### src/rtl/vag_pkg.sv
package vag_pkg;

    localparam int NRANK   = 16;
    localparam int RW      = $clog2(NRANK);
    localparam int AW      = 15;
    localparam int DW      = 8;
    localparam int OFFW    = 8;
    localparam int PW      = AW - OFFW;
    localparam logic [OFFW-1:0] TOP_SLOT = 8'hFE;
    localparam logic [OFFW-1:0] PAGE_END = 8'hFF;

    typedef logic [RW-1:0]   rank_t;
    typedef logic [PW-1:0]   page_t;
    typedef logic [AW-1:0]   addr_t;
    typedef logic [DW-1:0]   byte_t;

    typedef enum logic [1:0] {
        ST_IDLE,
        ST_HI,
        ST_LO,
        ST_CAP
    } fetch_st_t;

    typedef struct packed {
        rank_t rank;
        page_t page;
    } pick_t;

    function automatic page_t table_page(input addr_t pc);
        if (pc[OFFW-1:0] == PAGE_END)
            return page_t'(pc[AW-1:OFFW] + 1'b1);
        return pc[AW-1:OFFW];
    endfunction

    function automatic logic [OFFW-1:0] slot_offset(input rank_t r);
        return TOP_SLOT - {{(OFFW-RW-1){1'b0}}, r, 1'b0};
    endfunction

    function automatic logic [NRANK-1:0] higher_mask(input rank_t r);
        logic [NRANK-1:0] m;
        for (int i = 0; i < NRANK; i++) m[i] = (i < int'(r));
        return m;
    endfunction

endpackage

### src/rtl/vag_prio.sv
module vag_prio
    import vag_pkg::*;
#(
    parameter int N  = NRANK,
    localparam int IW = $clog2(N)
) (
    input  logic [N-1:0]  req,
    output logic [IW-1:0] idx
);
    logic [N-1:0] blocked;
    logic [N-1:0] hit;

    assign blocked[0] = 1'b0;

    for (genvar g = 0; g < N; g++) begin : g_slot
        if (g > 0) begin : g_chain
            assign blocked[g] = blocked[g-1] | req[g-1];
        end
        if (g == N - 1) begin : g_default
            assign hit[g] = ~blocked[g];
        end else begin : g_normal
            assign hit[g] = req[g] & ~blocked[g];
        end
    end

    always_comb begin
        idx = '0;
        for (int i = 0; i < N; i++)
            if (hit[i]) idx = IW'(i);
    end
endmodule

### src/rtl/vag_addr.sv
module vag_addr
    import vag_pkg::*;
(
    input  pick_t pick,
    output addr_t hi_addr,
    output addr_t lo_addr
);
    logic [OFFW-1:0] off;

    always_comb begin
        off     = slot_offset(pick.rank);
        hi_addr = {pick.page, off};
        lo_addr = {pick.page, off | {{(OFFW-1){1'b0}}, 1'b1}};
    end
endmodule

### src/rtl/vag_fetch.sv
module vag_fetch
    import vag_pkg::*;
(
    input  logic  clk,
    input  logic  rst,
    input  logic  go,
    input  addr_t hi_addr,
    input  addr_t lo_addr,
    input  byte_t rd_data,
    output logic  load,
    output logic  rd_en,
    output addr_t rd_addr,
    output addr_t tgt,
    output logic  vld
);
    fetch_st_t        st;
    logic [DW-2:0]    hi_keep;

    assign load = (st == ST_IDLE) && go;

    always_comb begin
        rd_en   = 1'b0;
        rd_addr = '0;
        case (st)
            ST_HI: begin rd_en = 1'b1; rd_addr = hi_addr; end
            ST_LO: begin rd_en = 1'b1; rd_addr = lo_addr; end
            default: ;
        endcase
    end

    always_ff @(posedge clk) begin
        if (rst) begin
            st      <= ST_IDLE;
            hi_keep <= '0;
            tgt     <= '0;
            vld     <= 1'b0;
        end else begin
            vld <= 1'b0;
            case (st)
                ST_IDLE: if (go) st <= ST_HI;
                ST_HI:   st <= ST_LO;
                ST_LO: begin
                    hi_keep <= rd_data[DW-2:0];
                    st      <= ST_CAP;
                end
                ST_CAP: begin
                    tgt <= {hi_keep, rd_data};
                    vld <= 1'b1;
                    st  <= ST_IDLE;
                end
                default: st <= ST_IDLE;
            endcase
        end
    end
endmodule

### src/rtl/vag_top.sv
module vag_top
    import vag_pkg::*;
(
    input  logic                  clk,
    input  logic                  rst,
    input  logic                  sel_go,
    input  logic [NRANK-1:0]      req_act,
    input  logic [AW-1:0]         sel_pc,
    output logic                  rd_en,
    output logic [AW-1:0]         rd_addr,
    input  logic [DW-1:0]         rd_data,
    output logic [AW-1:0]         jump_tgt,
    output logic                  jump_vld
);
    rank_t win;
    pick_t pick_q;
    addr_t hi_addr, lo_addr;
    logic  load;

    vag_prio #(.N(NRANK)) u_prio (
        .req (req_act),
        .idx (win)
    );

    always_ff @(posedge clk) begin
        if (rst)
            pick_q <= '0;
        else if (load)
            pick_q <= '{rank: win, page: table_page(sel_pc)};
    end

    vag_addr u_addr (
        .pick    (pick_q),
        .hi_addr (hi_addr),
        .lo_addr (lo_addr)
    );

    vag_fetch u_fetch (
        .clk     (clk),
        .rst     (rst),
        .go      (sel_go),
        .hi_addr (hi_addr),
        .lo_addr (lo_addr),
        .rd_data (rd_data),
        .load    (load),
        .rd_en   (rd_en),
        .rd_addr (rd_addr),
        .tgt     (jump_tgt),
        .vld     (jump_vld)
    );
endmodule

### config.mk
export PLATFORM = sky130hd
export DESIGN_NAME = vag_top
export DESIGN_NICKNAME = d
export VERILOG_FILES = /design/src/rtl/vag_pkg.sv /design/src/rtl/vag_prio.sv /design/src/rtl/vag_addr.sv /design/src/rtl/vag_fetch.sv /design/src/rtl/vag_top.sv
export SDC_FILE = /design/constraint.sdc
export NUM_CORES = 1
export LEC_CHECK = 0
export CAP_MARGIN = 0
export CELL_PAD_IN_SITES_DETAIL_PLACEMENT = 1
export CELL_PAD_IN_SITES_GLOBAL_PLACEMENT = 1
export CORE_AREA = 2 2 81 83
export DETAILED_ROUTE_END_ITERATION = 8
export DIE_AREA = 0 0 83 85
export PLACE_DENSITY = 0.83
export SLEW_MARGIN = 20
export SYNTH_ARGS = -nofsm -noshare
export SYNTH_HDL_FRONTEND = slang
export SYNTH_HIERARCHICAL = 1
export SYNTH_SLANG_ARGS = --single-unit
### constraint.sdc
create_clock -name clk -period 3.95 [get_ports clk]
set_input_delay 0.5925 -clock clk [delete_from_list [all_inputs] [get_ports clk]]
set_output_delay 0.5925 -clock clk [all_outputs]
set_load 0.02 [all_outputs]
Word-level counts from Yosys, hierarchy flattened --
Cells that the tools add are included.
Operators by class: add/subtract/negate cells 2, eq/ne operators 5, multiplexer cells 25, bitwise logic cells 42, reductions and logical operators 3
Operator list (number):
- two-way mux 4 bit | 14
- one-hot mux 15 bit (2 select lines) | 1
- bitwise AND 1 bit | 14
- two-way mux 7 bit | 2
- inverter 1 bit | 14
- bitwise OR 1 bit | 14
- equality test 8 bit (second input constant) | 1
- one-hot mux 2 bit (4 select lines) | 1
- adder 7 x 1 -> 7 bit (second input constant) | 1
- subtractor 2 x 6 -> 7 bit (first input constant) | 1
- two-way mux 1 bit | 6
- equality test 2 bit (second input constant) | 2
- equality test 2 x 1 -> 1 bit (second input constant) | 1
- logical NOT 2 bit | 1
- two-way mux 2 bit | 1
- inequality test 2 bit (second input constant) | 1
- OR reduction 2 bit | 1
- logical AND 1 bit | 1
Word-level totals: register bits after elaboration 36, bits of input ports 42, output and inout port bits 32

Depth between registers and ports, before layout --
Gate-level depths: netlist (run 1).
word-level depth 17, mapped depth 7, depth with buffers taken out 6

By module --
The synthesis (run 1) kept the hierarchy.
By module, submodules not included:
- vag_fetch | instances 1, cells an instance 123, area each 1202.4 sq um, sequential area each 500.5 sq um
- vag_top | instances 1, cells an instance 68, area each 595.6 sq um, sequential area each 220.2 sq um
- vag_addr | instances 1, cells an instance 32, area each 217.7 sq um, sequential area each 0.0 sq um
- vag_prio | instances 1, cells an instance 25, area each 140.1 sq um, sequential area each 0.0 sq um

Worst setup path before layout (run 1) --
No wires, ideal clock.
kind reg-to-output, from register u_fetch.st[0], to output port rd_addr[0], arrival 1459 ps, data required time 3357 ps, slack 1899 ps, cell stages (with the launch flop) 5, path buffers 1, path through dfxtp_1 -> inv_1 -> ha_1 -> clkbuf_1 -> nor2b_1
Between the ends: longest elaborated chain between the ends 2
Ends and longest elaborated chain:
- start, declared | RTL line vag_fetch.sv:16 | fetch_st_t st;
- start signal, assigned | RTL line vag_fetch.sv:33 | st <= ST_IDLE;
- start signal, assigned | RTL line vag_fetch.sv:40 | ST_IDLE: if (go) st <= ST_HI;
- start signal, assigned | RTL line vag_fetch.sv:41 | ST_HI: st <= ST_LO;
- equality test 2 bit or equality test 2 x 1 -> 1 bit (tied branches) | RTL line vag_fetch.sv:24 | case (st)
- one-hot mux 15 bit (2 select lines) * | RTL line vag_fetch.sv:24
- end, declared | RTL line vag_top.sv:10 | output logic [AW-1:0] rd_addr,
Every way passes the cells marked *; elsewhere a longest branch is shown, timed or not.

Worst setup path in the final report (run 1) --
from register u_fetch.st[0], to output port rd_addr[2]
Same word-level chain as after synthesis.

==> flow_metrics.py, run 1 <==
metrics = {
    "sta": {
        "slew_violations": 0,
        "tightest_slew_ns": 0.9267,
        "rsz0062_at_grt": "no",
        "timing_hold_violations_final": 0,
        "max_freq_ghz": 0.3522,
        "setup-violations-final": 0,
        "holdWs_ns": 0.4957,
        "finalCriticalPeriod_ns": 2.839,
        "fin_crit_sh": 0.7188,
        "slew_headroom": 0.3822,
        "skew_ns": 0.004764,
        "tns_ns": 0,
    },
    "grt": {
        "grt_pass1_wl_mm": 8.645,
        "track_usage": 0.1493,
        "antenna_found_initial": 0,
        "gr-total-overflow": 0,
        "grt_max_degree": 38,
        "grt_pass1_vias": 1860,
    },
    "placement": {
        "gp_congestion": 0.7152,
        "dp_hpwl_mm": 3.880,
        "port_buffers": 72,
        "placed_area_sq_um": 2715,
    },
    "clock_network": {
        "path_clk_slew_ns": 0.07,
        "cts_buffers": 5,
        "cts_root_buf": "clkbuf_8",
        "numClockSinks": 36,
        "ctsResizeCount": 0,
        "cts.htree.levels": 2,
        "clk_path_buf_depth": 2,
        "post_cts_buffers": 0,
        "ctsHoldBuffers": 0,
        "insertion_delay_ns": 0.28,
        "tritoncts": "built",
    },
    "worst_setup_path": {
        "cp-start-kind": "register",
        "cp_data_required_time_ns": 3.36,
        "crit_path_end_kind": "output port",
        "r2r-start": "u_fetch/st[0]",
        "arrival_ns": 2.25,
        "cp_max_fo": 16,
        "crit_type": "register to output port",
        "crit_start": "u_fetch/st[0]",
    },
    "routing": {
        "vias": 1841,
        "finalWirelength_mm": 5.190,
        "wl_per_cell_microns": 13.91,
        "ant_nets": 0,
        "drc": 0,
        "first_iter_violations": 58,
        "first_pass_iters": 4,
        "viasPerCell": 4.936,
    },
    "yosys": {
        "synth-simple-area-share": 0.2200,
        "ys.flop_type": "dfxtp_1",
        "synthCells": 248,
        "synth_compound_gate_area_share": 0.1364,
        "yosysWarnings": 6,
        "syn-cell-area_sq_um": 2156,
        "yosysSeqAreaShare": 0.3343,
        "synth_xor_xnor_area_share": 0,
        "synth_top_family_by_area": "simple AND/OR/NAND/NOR gates",
        "syn_avg_cell_area_sq_um": 8.693,
        "ys_seq_elements": 36,
        "muxShareOfSynthArea": 0.1207,
        "synth.distinct_cells": 39,
        "synth_fa_ha_area_frac": 0.02902,
        "async_flop_share": 0,
        "synth_edf_count": 0,
    },
    "power_and_ir_drop": {
        "switchingPower_w": 0.0005423,
        "p_int_w": 0.0009066,
        "comb_power_share": 0.494,
        "ir_drop_v": 0.0002491,
        "leakage_nw": 0.9583,
        "pwr-share-clk": 0.187,
        "power.density_nw_per_um2": 515.8,
        "switching_share": 0.3743,
        "p_seq_frac": 0.319,
    },
    "floorplan": {
        "die_height_microns": 85,
        "core-area_sq_um": 6205,
        "io_pins": 74,
        "die_w_microns": 83,
        "die_area_sq_um": 7055,
        "rows": 29,
        "start_util": 0.3474,
    },
    "layout": {
        "area_growth_pct": 30.30,
        "final_area_sq_um": 2809,
        "antennaDiodeCount": 0,
        "layout-drive-gt1-share": 0.05068,
        "nets": 342,
        "layout_common_cells": "clkdlybuf4s50_1 (72), nor2_1 (40), dfxtp_1 (36), mux2i_1 (26), nor2b_1 (21)",
        "fillers": 731,
        "layout_commonest_cell": "clkdlybuf4s50_1",
    },
    "min_path": {
        "min-delay-start": "pick_q[3]",
        "hold_class": "register to register",
    },
    "run": {
        "drv_cap": 0,
    },
    "outcome": {
        "status": "finished clean",
    },
}
==> per-layer routing <==
metal  GRT usage  up-vias  routed length (microns)
li1            -      917                        -
met4     0.05812        0                       78
met1      0.1694      874                     2184
met3     0.03307        7                      220
met2      0.2727       43                     2706
met5           0        -                        0
==> worst max-delay path, cell delays in order (launching register included) <==
cell             delay (ns)
dfxtp_1                0.34
inv_1                  0.09
ha_1                   0.55
a22oi_1                0.18
nor2b_1                0.17
clkdlybuf4s50_1        0.62
==> metrics by stage <==
step	util	total power [W]	std cells	setup slack, ns
final	0.4527	0.001449	373	1.111
after global routing	0.4527	0.001553	373	0.9224
after CTS	0.4527	0.001476	373	1.059
after detailed placement	0.4376	0.001194	365	1.387
after global placement	0.4376	0.001175	365	1.399
after floorplan	-	0.001017	254	1.899
==> state kept, by name, summed over array words and instances, names as in the netlist <==
name,count
u_fetch/tgt,15
pick_q,11
u_fetch/hi_keep,7
u_fetch/st,2
u_fetch/vld,1
==> synthesized netlist by cell type (all sizes together) (3+ instances only) <==
cell type   n  area share
and2        4       0.012
mux2i      26        0.12
nor4        4       0.012
buf        37        0.13
ha          5       0.029
dfxtp      36        0.33
clkbuf      3      0.0052
nand3       3      0.0070
a22oi      15       0.052
nand4       4       0.015
a311oi      6       0.024
nor2       42       0.078
o21ai       5       0.012
inv        11       0.019
o31ai       3       0.010
nand2       3      0.0052
nor2b      21       0.061
==> final cells by class <==
class	count	area (sq um)	share of cell area
Clock buffer	7	86.33	0.03074
Clock inverter	1	7.507	0.002673
Inverter	11	41.29	0.01470
Multi-Input combinational cell	167	1121	0.3991
Sequential cell	36	720.7	0.2566
Tap cell	77	96.34	0.03430
Timing Repair Buffer	74	735.7	0.2619
==> cell families (layout without fill, tap and decap cells) <==
| group | after synthesis | count (layout) |
|---|---|---|
| other cells | 2 | 8 |
| flops | 36 | 36 |
| compound gates | 38 | 38 |
| simple gates | 90 | 90 |
| fa+ha+maj | 5 | 5 |
| mux | 26 | 26 |
| buf+inv | 51 | 93 |
==> power groups by stage <==
stage / combinational, W / sequential [W] / clock, W
floorplan: 0.000544 / 0.000474 / 0
global placement: 0.000709 / 0.000466 / 0
detailed placement: 0.000724 / 0.000471 / 0
CTS: 0.000728 / 0.000463 / 0.000286
global route: 0.000784 / 0.000471 / 0.000297
finish: 0.000716 / 0.000462 / 0.000271
==> worst paths after layout <==
path,to,slack (ns),cells after the start
worst min register to register,pick_q[3],0.50,2
worst min-delay path,pick_q[3],0.50,2
worst max register to register,pick_q[6],1.93,5
worst max-delay path,rd_addr[2],1.11,5
Note: power is estimated with default switching activity, not from simulation.
==> run 2, diff against run 1 <==
CORE_AREA = 2 2 84 86   (was 2 2 81 83)
DIE_AREA = 0 0 86 88   (was 0 0 83 85)
PLACE_DENSITY = 0.78   (was 0.83)
clock period = 2.7 ns   (was 3.95 ns; I/O delays follow)
==> flow_metrics.py, run 2 (synthesis results as in run 1) <==
metrics = {
    "layout": {
        "nets": 344,
        "area_growth_pct": 32.21,
        "fillers": 791,
        "reg_top3": "u_fetch/tgt x15, pick_q x11, u_fetch/hi_keep x7",
        "largest_register_ffs": 15,
        "layout-drive-gt1-share": 0.06711,
        "layout_commonest_cell": "clkdlybuf4s50_1",
        "layout_common_cells": "clkdlybuf4s50_1 (72), nor2_1 (40), dfxtp_1 (36), mux2i_1 (26), nor2b_1 (21)",
        "largest_register": "u_fetch/tgt",
        "antennaDiodeCount": 0,
        "fin_util": 0.4290,
    },
    "power_and_ir_drop": {
        "leakage_nw": 0.9764,
        "comb_power_share": 0.479,
        "switchingPower_w": 0.0008065,
        "p_int_w": 0.001408,
        "pwr-share-clk": 0.215,
        "ir_drop_v": 0.0003101,
        "p_seq_frac": 0.305,
        "switching_share": 0.3642,
        "power.density_nw_per_um2": 776.9,
    },
    "floorplan": {
        "die_height_microns": 88,
        "rows": 30,
        "die_w_microns": 86,
        "start_util": 0.3245,
        "core-area_sq_um": 6644,
        "die_area_sq_um": 7568,
        "io_pins": 74,
    },
    "worst_setup_path": {
        "cp-start-kind": "register",
        "arrival_ns": 2.11,
        "cp_data_required_time_ns": 2.30,
        "crit_path_end_kind": "output port",
        "cp_max_fo": 17,
        "crit_type": "register to output port",
    },
    "sta": {
        "rsz0062_at_grt": "no",
        "tns_ns": 0,
        "slew_violations": 0,
        "skew_ns": 0.006087,
        "slew_headroom": 0.4898,
        "fin_crit_sh": 0.9323,
        "max_freq_ghz": 0.3973,
        "finalCriticalPeriod_ns": 2.517,
        "timing_hold_violations_final": 0,
        "tightest_slew_ns": 0.7653,
        "setup-violations-final": 0,
    },
    "grt": {
        "antenna_found_initial": 0,
        "track_usage": 0.1337,
        "gr-total-overflow": 0,
        "grt_pass1_vias": 1723,
        "grt_max_degree": 22,
        "grt_pass1_wl_mm": 8.066,
    },
    "routing": {
        "vias": 1811,
        "wl_per_cell_microns": 13.50,
        "finalWirelength_mm": 5.102,
        "first_iter_violations": 62,
        "ant_nets": 0,
        "viasPerCell": 4.791,
        "first_pass_iters": 4,
        "drc": 0,
    },
    "clock_network": {
        "numClockSinks": 36,
        "cts_root_buf": "clkbuf_8",
        "insertion_delay_ns": 0.29,
        "clk_path_buf_depth": 2,
        "cts_buffers": 5,
        "post_cts_buffers": 0,
        "path_clk_slew_ns": 0.08,
        "tritoncts": "built",
        "cts.htree.levels": 2,
    },
    "placement": {
        "gp_congestion": 0.7018,
        "dp_hpwl_mm": 3.769,
        "port_buffers": 72,
    },
    "run": {
        "drv_cap": 0,
    },
    "outcome": {
        "status": "finished clean",
    },
    "min_path": {
        "hold_class": "register to register",
    },
}
-- run 2: per-stage QoR --
step                      area [sq um]  instances  hold slack [ns]  worst slack [ns]  power (W)
after global routing              2850        378           0.5299           0.01067   0.002367
after floorplan                   2178        254           0.4601            0.8363   0.001488
after detailed placement          2734        370           0.4840            0.3879   0.001747
final                             2850        378           0.4983            0.1827   0.002214
after global placement            2734        370           0.4723            0.4228   0.001725
after CTS                         2845        378           0.5034           0.04225   0.002236
-- run 2: routing by layer --
layer | GRT usage | vias to the layer above | wire length, microns
met3 | 0.02639 | 7 | 217
met2 | 0.2410 | 42 | 2565
met4 | 0.04329 | 0 | 59
li1 | - | 924 | -
met5 | 0 | - | 0
met1 | 0.1593 | 838 | 2260
-- run 2: power by group through the flow --
stage | logic [W] | clock network (W) | registers (W)
6_report | 0.00106 | 0.000476 | 0.000676
5_1_grt | 0.00115 | 0.000526 | 0.000688
4_1_cts | 0.00106 | 0.000495 | 0.000677
3_5_place_dp | 0.00106 | 0 | 0.000689
3_3_place_gp | 0.00104 | 0 | 0.000682
2_1_floorplan | 0.000795 | 0 | 0.000693
-- run 2: cell type report --
type	instances	area, sq um	area share
Clock buffer	5	68.82	0.02414
Clock inverter	3	42.54	0.01493
Inverter	11	41.29	0.01449
Multi-Input combinational cell	167	1126	0.3951
Sequential cell	36	720.7	0.2529
Tap cell	80	100.1	0.03512
Timing Repair Buffer	76	750.7	0.2634
-- run 2: repair_timing --
| item | in CTS | in global routing |
|---|---|---|
| setup endpoints to repair | 0 | 14 |
| gates resized for setup | 0 | 2 |
| hold buffers | 0 | 0 |
-- run 2: final timing paths --
check | startpoint | endpoint | slack, ns | cells after the start
min reg2reg | u_fetch/tgt[1] | u_fetch/tgt[1] | 0.50 | 2
max | u_fetch/st[1] | rd_addr[1] | 0.18 | 4
min | u_fetch/tgt[1] | u_fetch/tgt[1] | 0.50 | 2
max reg2reg | u_fetch/st[1] | pick_q[6] | 0.78 | 5
-- run 2: critical path: stages, from the launching register on --
cell	delay (ns)
dfxtp_1	0.40
inv_1	0.09
ha_2	0.50
nor2b_1	0.21
clkdlybuf4s50_1	0.64
